`src/rtl/ioc_pkg.sv`:
```
package ioc_pkg;

  typedef enum logic [1:0] {
    OE_ACT_HIGH = 2'd0,
    OE_ACT_LOW  = 2'd1,
    OE_ALWAYS   = 2'd2,
    OE_ALWAYS2  = 2'd3
  } oeMode_e;

  // Strobes from control to datapath
  typedef struct packed {
    logic clearRegs;
    logic useOutReg;
    logic useDdrOut;
    logic invert;
    logic oeNext;
    logic oeUseReg;
    logic oeForce;
    logic ddrIn;
  } ctrlStrobe_t;

endpackage

```
`src/rtl/ioc_ctrl.sv`:
```
module ioc_ctrl
  import ioc_pkg::*;
(
  input  logic        rst,
  input  logic        cfgOutReg,
  input  logic        cfgOutInv,
  input  logic        cfgDdrOut,
  input  logic [1:0]  cfgOeMode,
  input  logic        cfgOeReg,
  input  logic        cfgDdrIn,
  input  logic        coreOe,
  output ctrlStrobe_t strobe
);

  oeMode_e modeDec;
  logic    oeResolved;
  logic    oeForced;

  assign modeDec = oeMode_e'(cfgOeMode);

  // Polarity resolution of the core enable
  always_comb begin
    oeForced   = 1'b0;
    oeResolved = 1'b1;
    unique case (modeDec)
      OE_ACT_HIGH: oeResolved = coreOe;
      OE_ACT_LOW:  oeResolved = ~coreOe;
      OE_ALWAYS,
      OE_ALWAYS2: begin
        oeResolved = 1'b1;
        oeForced   = 1'b1;
      end
      default:     oeResolved = 1'b0;
    endcase
  end

  always_comb begin
    strobe           = '0;
    strobe.clearRegs = rst;
    // double rate output wins over the plain output register
    strobe.useDdrOut = cfgDdrOut;
    strobe.useOutReg = cfgOutReg & ~cfgDdrOut;
    strobe.invert    = cfgOutInv;
    strobe.oeNext    = oeResolved;
    strobe.oeUseReg  = cfgOeReg & ~oeForced;
    strobe.oeForce   = oeForced;
    strobe.ddrIn     = cfgDdrIn;
  end

endmodule

```
`src/rtl/ioc_datapath.sv`:
```
module ioc_datapath
  import ioc_pkg::*;
#(
  parameter int W = 8
) (
  input  logic          clk,
  input  ctrlStrobe_t   strobe,
  input  logic [W-1:0]  coreOutA,
  input  logic [W-1:0]  coreOutB,
  input  logic          outSel,
  input  logic [W-1:0]  padIn,
  output logic [W-1:0]  padOut,
  output logic          padOe,
  output logic [W-1:0]  inRise,
  output logic [W-1:0]  inFall
);

  localparam logic [W-1:0] ZERO_WORD = '0;

  logic [W-1:0] muxWord;
  logic [W-1:0] outReg;
  logic [W-1:0] ddrRiseWord;
  logic [W-1:0] ddrFallWord;
  logic [W-1:0] ddrWord;
  logic [W-1:0] baseWord;
  logic [W-1:0] invMask;
  logic [W-1:0] riseCap;
  logic [W-1:0] fallCap;
  logic         oeReg;

  assign muxWord = outSel ? coreOutB : coreOutA;

  // Rising-edge registers: output, DDR pair, enable, input capture
  always_ff @(posedge clk) begin
    if (strobe.clearRegs) begin
      outReg      <= ZERO_WORD;
      ddrRiseWord <= ZERO_WORD;
      ddrFallWord <= ZERO_WORD;
      oeReg       <= 1'b0;
      riseCap     <= ZERO_WORD;
    end else begin
      outReg      <= muxWord;
      ddrRiseWord <= coreOutA;
      ddrFallWord <= coreOutB;
      oeReg       <= strobe.oeNext;
      riseCap     <= padIn;
    end
  end

  // Falling-edge input capture for the second half of a shared line
  always_ff @(negedge clk) begin
    if (strobe.clearRegs || !strobe.ddrIn) begin
      fallCap <= ZERO_WORD;
    end else begin
      fallCap <= padIn;
    end
  end

  // Per-bit DDR half-period select and inversion
  for (genvar b = 0; b < W; b++) begin : g_lane
    assign ddrWord[b] = clk ? ddrRiseWord[b] : ddrFallWord[b];
    assign invMask[b] = strobe.invert;
  end

  always_comb begin
    if (strobe.useDdrOut) begin
      baseWord = ddrWord;
    end else if (strobe.useOutReg) begin
      baseWord = outReg;
    end else begin
      baseWord = muxWord;
    end
  end

  assign padOut = baseWord ^ invMask;
  assign padOe  = strobe.oeForce | (strobe.oeUseReg ? oeReg : strobe.oeNext);
  assign inRise = riseCap;
  assign inFall = fallCap;

endmodule

```
`src/rtl/io_pad_cell.sv`:
```
module io_pad_cell
  import ioc_pkg::*;
#(
  parameter int W = 8
) (
  input  logic          clk,
  input  logic          rst,
  input  logic          cfgOutReg,
  input  logic          cfgOutInv,
  input  logic          cfgDdrOut,
  input  logic [1:0]    cfgOeMode,
  input  logic          cfgOeReg,
  input  logic          cfgDdrIn,
  input  logic [W-1:0]  coreOutA,
  input  logic [W-1:0]  coreOutB,
  input  logic          outSel,
  input  logic          coreOe,
  input  logic [W-1:0]  padIn,
  output logic [W-1:0]  padOut,
  output logic          padOe,
  output logic [W-1:0]  inRise,
  output logic [W-1:0]  inFall
);

  ctrlStrobe_t strobe;

  ioc_ctrl u_ctrl (
    .rst       (rst),
    .cfgOutReg (cfgOutReg),
    .cfgOutInv (cfgOutInv),
    .cfgDdrOut (cfgDdrOut),
    .cfgOeMode (cfgOeMode),
    .cfgOeReg  (cfgOeReg),
    .cfgDdrIn  (cfgDdrIn),
    .coreOe    (coreOe),
    .strobe    (strobe)
  );

  ioc_datapath #(.W(W)) u_dp (
    .clk      (clk),
    .strobe   (strobe),
    .coreOutA (coreOutA),
    .coreOutB (coreOutB),
    .outSel   (outSel),
    .padIn    (padIn),
    .padOut   (padOut),
    .padOe    (padOe),
    .inRise   (inRise),
    .inFall   (inFall)
  );

endmodule

```
`config.mk`:
```
export PLATFORM = sky130hd
export DESIGN_NAME = io_pad_cell
export DESIGN_NICKNAME = d
export VERILOG_FILES = /design/src/rtl/ioc_pkg.sv /design/src/rtl/ioc_ctrl.sv /design/src/rtl/ioc_datapath.sv /design/src/rtl/io_pad_cell.sv
export SDC_FILE = /design/constraint.sdc
export NUM_CORES = 1
export LEC_CHECK = 0
export BUFFER_PORTS_ARGS = -buffer_cell sky130_fd_sc_hd__buf_2
export CAP_MARGIN = 20
export CORE_AREA = 2 2 61 69
export CTS_CLUSTER_SIZE = 8
export DETAILED_ROUTE_END_ITERATION = 7
export DIE_AREA = 0 0 63 71
export HOLD_SLACK_MARGIN = 0.05
export PLACE_DENSITY = 0.76
export SLEW_MARGIN = 20
export SYNTH_ARGS = -nofsm -noshare
export SYNTH_HDL_FRONTEND = slang
export SYNTH_SLANG_ARGS = --single-unit
```
`constraint.sdc`:
```
create_clock -name clk -period 0.8 [get_ports clk]
set_input_delay 0.04 -clock clk [delete_from_list [all_inputs] [get_ports clk]]
set_output_delay 0.04 -clock clk [all_outputs]
set_load 0.02 [all_outputs]
```
## Word level (Yosys, flattened, before mapping)

Cells that the tools add are included.

- Reduce and logical (&&, ||, !) cells: 4
- Eq/ne operators: 3
- Bitwise gates (word level): 7
- Multiplexer cells: 14

Operators by type and width:

| operator | number |
|---|---|
| 8-bit two-way mux | 3 |
| 1-bit two-way mux | 10 |
| 8-bit bitwise XOR | 1 |
| 2-bit equality test (second input constant) | 2 |
| 1-bit inverter | 3 |
| 1-bit case mux with 3 select lines | 1 |
| 1-bit bitwise AND | 2 |
| 2-bit by 1-bit equality test with 1-bit output (second input constant) | 1 |
| 2-bit logical NOT | 1 |
| 2-bit OR reduction | 1 |
| 1-bit logical NOT | 1 |
| 1-bit logical OR | 1 |
| 1-bit bitwise OR | 1 |

- Flip-flop bits (word level): 41
- Input port bits: 35
- Logic and storage cells: 34

## Logic depth before layout (Yosys ltp)

Gate-level depths: netlist of the first run.

- Word-level depth: 7
- Depth in mapped cells: 4

## By module

From an unflattened synthesis of the first run, not the netlist that was laid out.

- Cells, all modules: 176
- Area, all modules: 1840.5 µm²

By module, submodules not included:

| module | cells an instance | area each (µm²) | instances |
|---|---|---|---|
| ioc_datapath | 165 | 1764.2 | 1 |
| ioc_ctrl | 11 | 76.3 | 1 |

==> results of run 1 <==
[Yosys cell counts (all sizes together), types with 2 or more instances]
| library cell | number | area [um^2] |
|---|---|---|
| a211oi | 8 | 60.1 |
| a31oi | 8 | 50.1 |
| and2 | 8 | 50.1 |
| buf | 8 | 68.8 |
| clkbuf | 3 | 12.5 |
| dfxtp | 41 | 821 |
| inv | 2 | 7.50 |
| mux2i | 25 | 250 |
| nand2b | 3 | 18.8 |
| nor2 | 11 | 48.8 |
| nor2b | 32 | 200 |
| nor3b | 8 | 100 |
| nor4b | 8 | 76.3 |
[area by class of cell]
class,instances,area [um^2],area share [%]
timing repair buffer,90,737,25.2
clock inverter,9,36.3,1.24
multi-input combinational,113,1020,34.7
clock buffer,18,209,7.13
tap,52,65.1,2.22
sequential,41,861,29.4
inverter,1,3.75,0.128
[power by group]
part | internal [mW] | total (mW) | switching, mW
combinational | 0.429 | 0.806 | 0.377
sequential | 2.16 | 2.23 | 0.0628
clock | 1.79 | 3.27 | 1.48
total | 4.38 | 6.31 | 1.92
[registers in the layout (all words and copies together) (netlist names)]
name,flops
u_dp.outReg,8
u_dp.ddrFallWord,8
u_dp.inFall,8
u_dp.oeReg,1
u_dp.ddrRiseWord,8
u_dp.inRise,8
[layer usage]
metal / track usage [%] / wire length, um / vias up
met4: 17.8 / 99 / 0
met5: 0 / 0 / -
met3: 12.4 / 383 / 12
met2: 40.3 / 2610 / 77
li1: - / - / 782
met1: 23.6 / 1990 / 798
[how the worst min path moves through the flow]
stage	end	slack, ps	cells past startpoint
finish	u_dp.ddrFallWord[4]	-130	2
global route	u_dp.ddrRiseWord[4]	-140	2
floorplan	u_dp.inRise[1]	120	1
global placement	u_dp.oeReg	260	3
CTS	u_dp.ddrRiseWord[4]	-140	2
detailed placement	u_dp.oeReg	270	3
[what timing repair did]
item                                    4_1_cts  5_1_grt
endpoints found under the hold margin        31       12
pin swaps                                     5        5
gates resized for setup                      67       19
endpoints found under the setup margin       41       46
hold buffers                                 20        2
[per-stage QoR]
| step | power (mW) | util [%] | TNS (ps) | setup slack, ps | cells |
|---|---|---|---|---|---|
| after global routing | 6.68 | 76.8 | -11380 | -736 | 324 |
| after detailed placement | 3.59 | 58.4 | -5130 | -344 | 284 |
| final | 6.31 | 76.8 | -10120 | -667 | 324 |
| after floorplan | 3.63 | - | -3180 | -370 | 167 |
| after CTS | 6.21 | 74.3 | -10210 | -649 | 322 |
| after global placement | 3.57 | 58.4 | -4460 | -285 | 284 |
[logic make-up after synthesis]
kind of cell	count (synthesis)	synth area share [%]
xor+xnor	1	0.493
buf+inv	13	5.00
flops	41	46.2
mux	25	14.1
simple gates	71	28.0
compound gates	16	6.20
[critical path: stages, from the launching register on]
cell and delay (ps):
sky130_fd_sc_hd__dfxtp_4 370, sky130_fd_sc_hd__nor4b_2 50, sky130_fd_sc_hd__a31oi_1 170, sky130_fd_sc_hd__nor3b_2 250, sky130_fd_sc_hd__buf_4 180
[placed cells by master, fill, tap and decap left out, types with 2 or more instances in the layout]
| cell type | Yosys | layout |
|---|---|---|
| sky130_fd_sc_hd__nor2_1 | 10 | 10 |
| sky130_fd_sc_hd__and2_1 | 8 | 8 |
| sky130_fd_sc_hd__nor2b_2 | 0 | 4 |
| sky130_fd_sc_hd__inv_1 | 1 | 8 |
| sky130_fd_sc_hd__buf_6 | 4 | 17 |
| sky130_fd_sc_hd__dfxtp_2 | 0 | 23 |
| sky130_fd_sc_hd__nor2b_1 | 32 | 25 |
| sky130_fd_sc_hd__nand2b_1 | 3 | 3 |
| sky130_fd_sc_hd__dfxtp_1 | 41 | 15 |
| sky130_fd_sc_hd__a211oi_2 | 0 | 8 |
| sky130_fd_sc_hd__dfxtp_4 | 0 | 3 |
| sky130_fd_sc_hd__nor4b_4 | 0 | 3 |
| sky130_fd_sc_hd__mux2i_1 | 25 | 23 |
| sky130_fd_sc_hd__buf_12 | 0 | 2 |
| sky130_fd_sc_hd__dlygate4sd3_1 | 0 | 22 |
| sky130_fd_sc_hd__buf_2 | 1 | 33 |
| sky130_fd_sc_hd__mux2i_2 | 0 | 2 |
| sky130_fd_sc_hd__nor4b_2 | 1 | 5 |
| sky130_fd_sc_hd__nor3b_2 | 8 | 8 |
| sky130_fd_sc_hd__clkbuf_8 | 0 | 9 |
| sky130_fd_sc_hd__a31oi_1 | 8 | 8 |
| sky130_fd_sc_hd__buf_4 | 2 | 23 |
| sky130_fd_sc_hd__nor2b_4 | 0 | 3 |
==> metrics.json, run 1 <==
{
  "detailed_routing": {
    "total_wire_length_mm": 5.08,
    "drt_first_iter_violations": 76,
    "avgViaCountPerCell": 5.15,
    "antenna_violation_net_count_after_detailed_routing": 0,
    "post_drt_wl_per_cell_um": 15.7,
    "detail_route.first_pass.iterations": 4,
    "detailroute.via_count": 1669,
    "route.detailed.drc": 0
  },
  "floorplan": {
    "die-area_um2": 4470,
    "initial_cell_density_of_the_core_pct": 46.6,
    "die_width_um": 63,
    "core_um2": 3810,
    "ios": 60,
    "placement_rows": 24,
    "die_y_um": 71
  },
  "timing": {
    "final_critical_path_setup_slack_ps": -667,
    "grt_setup_unrepaired": "yes",
    "timing.fmax_mhz": 682,
    "finalCritPeriodShare_pct": 183,
    "max_slew.worst_pin.slew_ps": 361,
    "timing_max_transition_violations_final": 0,
    "finalHoldViolations": 8,
    "timing.final.crit_period_ps": 1470,
    "normalized_max_slew_margin_pct": 75.3,
    "fin_worst_hold_slack_ps": -134,
    "report.final.setup_viol": 41
  },
  "run_status": {
    "outcome": "complete, but fails checks",
    "violated_checks": "negative hold slack, negative setup slack"
  },
  "yosys": {
    "synthesis.yosys.warnings": 0,
    "syn_nets": 202,
    "postSynth.asyncResetShare_pct": 0,
    "total_of_flip_flops_plus_latches_after_synthesis": 41,
    "synthesis.area_um2": 1780,
    "synth-edff-count": 0,
    "ys_seq_area_share_pct": 46.2,
    "syn_inst": 167,
    "avgSynthCellArea_um2": 10.6,
    "synth-main-ff-cell": "sky130_fd_sc_hd__dfxtp_1",
    "cell_variety_after_synth": 22
  },
  "critical_path": {
    "cp_data_arrival_time_ps": 1430,
    "required_ps": 760,
    "setup.worst_path.end_class": "output port",
    "critical_path.endpoint": "padOut[3]",
    "critical_path.startpoint_type": "register",
    "path_max_fanout": 2,
    "setup.worst_path.start": "u_dp.outReg[3]",
    "setup.worst_path.class": "reg -> out"
  },
  "placed_design": {
    "place_congestion": 0.726,
    "place.detailed.hpwl_mm": 2.76,
    "port_buffers": 59,
    "placement.cell_area_um2": 2230
  },
  "clock_network": {
    "cts_tree": "yes",
    "cts.clk_slew.worst_paths_ps": 90,
    "number_of_buffers_added_for_setup_after_cts": 0
  },
  "layout": {
    "layout-drive-gt1-share_pct": 54.4,
    "design_area_um2": 2930,
    "fillerInstances": 254,
    "synthToLayoutAreaGrowth_pct": 64.9,
    "antennaDiodeCount": 0,
    "layout.nets": 307
  },
  "min_path": {
    "min-delay-path-class": "in -> reg",
    "hold_crit_start": "coreOutB[4]"
  },
  "global_routing": {
    "grt_first_pass_wirelength_mm": 8.27,
    "grt_pass1_vias": 1900,
    "grtUsageTotal_pct": 24.5,
    "antenna_found_initial": 0,
    "grt_remaining_overflow": 0,
    "maximum_number_of_pins_on_one_net_before_global_route_repair": 18
  },
  "power": {
    "max-vdd-ir-drop_v": 0.00130,
    "pwr_density_cell_nw_per_um2": 2150,
    "leakagePower_nw": 1.36
  },
  "job": {
    "max_cap_viol_count": 0
  }
}
(Power assumes the default switching activity.)
==> run 2, diff against run 1 <==
Settings changed: CORE_AREA 2 2 61 69 to 2 2 67 75, DIE_AREA 0 0 63 71 to 0 0 69 77, PLACE_DENSITY 0.76 to 0.66.
==> run 2 against run 1 <==
  * The flow still finishes with violations (negative hold slack, negative setup slack)
  * Final cell count rose by 3.1%
  * Via count shrank 0.42%
  * Die area is 19% higher
  * First-iteration DRC count fell by 43%
  * Clock-buffer cell count did not move
  * Critical path depth unchanged
  * Routed wire length is 9.0% lower
  * Largest cell class unchanged
==> metrics.json, run 2 (same netlist as run 1, synthesis figures left out) <==
{
  "run_status": {
    "outcome": "complete, but fails checks",
    "violated_checks": "negative hold slack, negative setup slack"
  },
  "power": {
    "switching_power": {"value": 1.93, "unit": "mW", "change": "+0.65%"},
    "p_int": {"value": 4.41, "unit": "mW", "change": "+0.62%"},
    "pwr-share-comb": {"value": 12.4, "unit": "%", "change": "-0.4 points"},
    "power_frac_clock": {"value": 52.6, "unit": "%", "change": "+0.7 points"},
    "pwr_density_cell": {"value": 2150, "unit": "nW/um^2", "change": "about the same"},
    "leakagePower": {"value": 1.36, "unit": "nW", "change": "about the same"},
    "power.share.sequential": {"value": 35.0, "unit": "%", "change": "-0.3 points"},
    "power.share.switching": {"value": 30.5, "unit": "%", "change": "about the same"},
    "max-vdd-ir-drop": {"value": 0.00112, "unit": "V", "change": "-13%"}
  },
  "layout": {
    "fillerInstances": {"value": 370, "change": "+46%"},
    "antennaDiodeCount": {"value": 0, "change": "unchanged"},
    "layout.cells.most_common_list": "35 x sky130_fd_sc_hd__buf_2, 26 x sky130_fd_sc_hd__dlygate4sd3_1, 25 x sky130_fd_sc_hd__dfxtp_2",
    "layout.nets": {"value": 312, "change": "+1.6%"},
    "final-instance-count-excl-fill": {"value": 334, "change": "+3.1%"},
    "synthToLayoutAreaGrowth_pct": 65.9,
    "layout-drive-gt1-share": {"value": 54.3, "unit": "%", "change": "-0.095 points"},
    "mostFrequentLayoutCell": "sky130_fd_sc_hd__buf_2",
    "layout_utilization": {"value": 64.7, "unit": "%", "change": "-12 points"},
    "design_area": {"value": 2950, "unit": "um^2", "change": "+0.64%"}
  },
  "timing": {
    "final_critical_path_setup_slack": {"value": -658, "unit": "ps", "change": "+9.13 ps"},
    "timing.fmax": {"value": 686, "unit": "MHz", "change": "+0.63%"},
    "finalHoldViolations": {"value": 5, "change": "-3"},
    "finalCritPeriodShare": {"value": 182, "unit": "%", "change": "-1.1 points"},
    "report.final.setup_viol": {"value": 41, "change": "unchanged"},
    "timing_max_transition_violations_final": {"value": 0, "change": "unchanged"},
    "fin_worst_hold_slack": {"value": -52.0, "unit": "ps", "change": "+81.7 ps"},
    "grt_setup_unrepaired": "yes",
    "timing.final.crit_period": {"value": 1460, "unit": "ps", "change": "-9.13 ps"},
    "normalized_max_slew_margin": {"value": 77.5, "unit": "%", "change": "+2.3 points"},
    "max_slew.worst_pin.slew": {"value": 328, "unit": "ps", "change": "-33.2 ps"}
  },
  "critical_path": {
    "setup.worst_path.class": "reg -> out",
    "cpLargestDelayFamily": "multiplexers",
    "path_max_fanout": {"value": 1, "change": "-1"},
    "crit_path_frequent_cell": "sky130_fd_sc_hd__mux2i_1",
    "cp_num_buf_inv": {"value": 1, "change": "unchanged"},
    "worstPathCellList": "mux2i_1 > mux2i_1 > nor3b_2 > buf_4",
    "critical-path-slowest-cell": "sky130_fd_sc_hd__dfxtp_1",
    "setup.worst_path.end_class": "output port",
    "critical_path.startpoint_type": "register",
    "required": {"value": 760, "unit": "ps", "change": "about the same"},
    "critPathMaxStageDelay": {"value": 300, "unit": "ps", "change": "-70 ps"},
    "cp_data_arrival_time": {"value": 1420, "unit": "ps", "change": "about the same"}
  },
  "floorplan": {
    "ios": {"value": 60, "change": "unchanged"},
    "initial_cell_density_of_the_core": {"value": 39.0, "unit": "%", "change": "-7.6 points"},
    "die_width": {"value": 69, "unit": "um", "change": "+9.5%"},
    "die_y": {"value": 77, "unit": "um", "change": "+8.5%"},
    "die-area": {"value": 5310, "unit": "um^2", "change": "+19%"},
    "core": {"value": 4550, "unit": "um^2", "change": "+19%"},
    "placement_rows": {"value": 26, "change": "+8.3%"}
  },
  "global_routing": {
    "grt_pass1_vias": {"value": 1823, "change": "-4.1%"},
    "grt_first_pass_wirelength": {"value": 7.78, "unit": "mm", "change": "-5.9%"},
    "antenna_found_initial": {"value": 0, "change": "unchanged"},
    "maximum_number_of_pins_on_one_net_before_global_route_repair": {"value": 18, "change": "unchanged"},
    "grtUsageTotal": {"value": 18.5, "unit": "%", "change": "-6.0 points"},
    "grt_remaining_overflow": {"value": 0, "change": "unchanged"}
  },
  "detailed_routing": {
    "avgViaCountPerCell": {"value": 4.98, "change": "-3.4%"},
    "detail_route.first_pass.iterations": {"value": 4, "change": "unchanged"},
    "route.detailed.drc": {"value": 0, "change": "unchanged"},
    "detailroute.via_count": {"value": 1662, "change": "-0.42%"},
    "drt_first_iter_violations": {"value": 43, "change": "-43%"},
    "antenna_violation_net_count_after_detailed_routing": {"value": 0, "change": "unchanged"},
    "post_drt_wl_per_cell": {"value": 13.8, "unit": "um", "change": "-12%"},
    "total_wire_length": {"value": 4.62, "unit": "mm", "change": "-9.0%"}
  },
  "clock_network": {
    "cts_tree": "yes",
    "cts.clk_slew.worst_paths": {"value": 80, "unit": "ps", "change": "about the same"}
  },
  "placed_design": {
    "port_buffers": {"value": 59, "change": "unchanged"},
    "numPlacedInstances": {"value": 288, "change": "+1.4%"},
    "place.detailed.hpwl": {"value": 2.81, "unit": "mm", "change": "+1.9%"},
    "place_congestion": {"value": 0.773, "change": "+6.4%"},
    "placement.cell_area": {"value": 2220, "unit": "um^2", "change": "-0.34%"},
    "dpl_worst_slack": {"value": -336, "unit": "ps", "change": "+8.33 ps"}
  },
  "job": {
    "max_cap_viol_count": {"value": 0, "change": "unchanged"}
  },
  "min_path": {
    "min-delay-path-class": "in -> reg"
  }
}
run 2: final cells by class:
class	instances	area (um^2)	share of cell area (%)
repair buffers	95	777	26.4
clock inverters	10	47.5	1.61
clock buffers	18	206	7.00
flip-flops and latches	41	852	28.9
inverters	1	3.75	0.127
multi-input cells	113	991	33.6
well taps	56	70.1	2.38
run 2: worst paths after layout:
path	cells after the start	startpoint	endpoint	slack (ps)
max	4	u_dp.ddrRiseWord[1]	padOut[1]	-660
min	3	coreOutA[1]	u_dp.outReg[1]	-50
run 2: routing by layer:
metal / track usage (%) / wire length, um / share of wire [%] / vias to the layer above
met3: 10.5 / 354 / 7.7 / 20
met1: 18.9 / 1820 / 39 / 781
met4: 14.9 / 156 / 3.4 / 0
met5: 0 / 0 / 0 / -
li1: - / - / - / 792
met2: 27.4 / 2290 / 50 / 69
run 2: what timing repair did:
action	CTS	global route
endpoints found under the setup margin	41	52
resized for setup	65	14
hold endpoints to repair	31	7
buffers inserted	0	1
pin swaps	6	5
hold buffers	26	2
run 2: metrics by stage:
step	TNS (ps)	power [mW]
2_1_floorplan	-3180	3.63
3_3_place_gp	-4560	3.57
3_5_place_dp	-5050	3.58
4_1_cts	-10740	6.34
5_1_grt	-11560	6.72
6_report	-10230	6.35
run 2: power by group through the flow:
stage | logic, mW | clock network (mW) | registers (mW)
finish | 0.787 | 3.34 | 2.22
global route | 0.854 | 3.64 | 2.23
CTS | 0.756 | 3.36 | 2.22
detailed placement | 0.566 | 0.773 | 2.24
global placement | 0.559 | 0.773 | 2.24
floorplan | 0.284 | 1.06 | 2.28
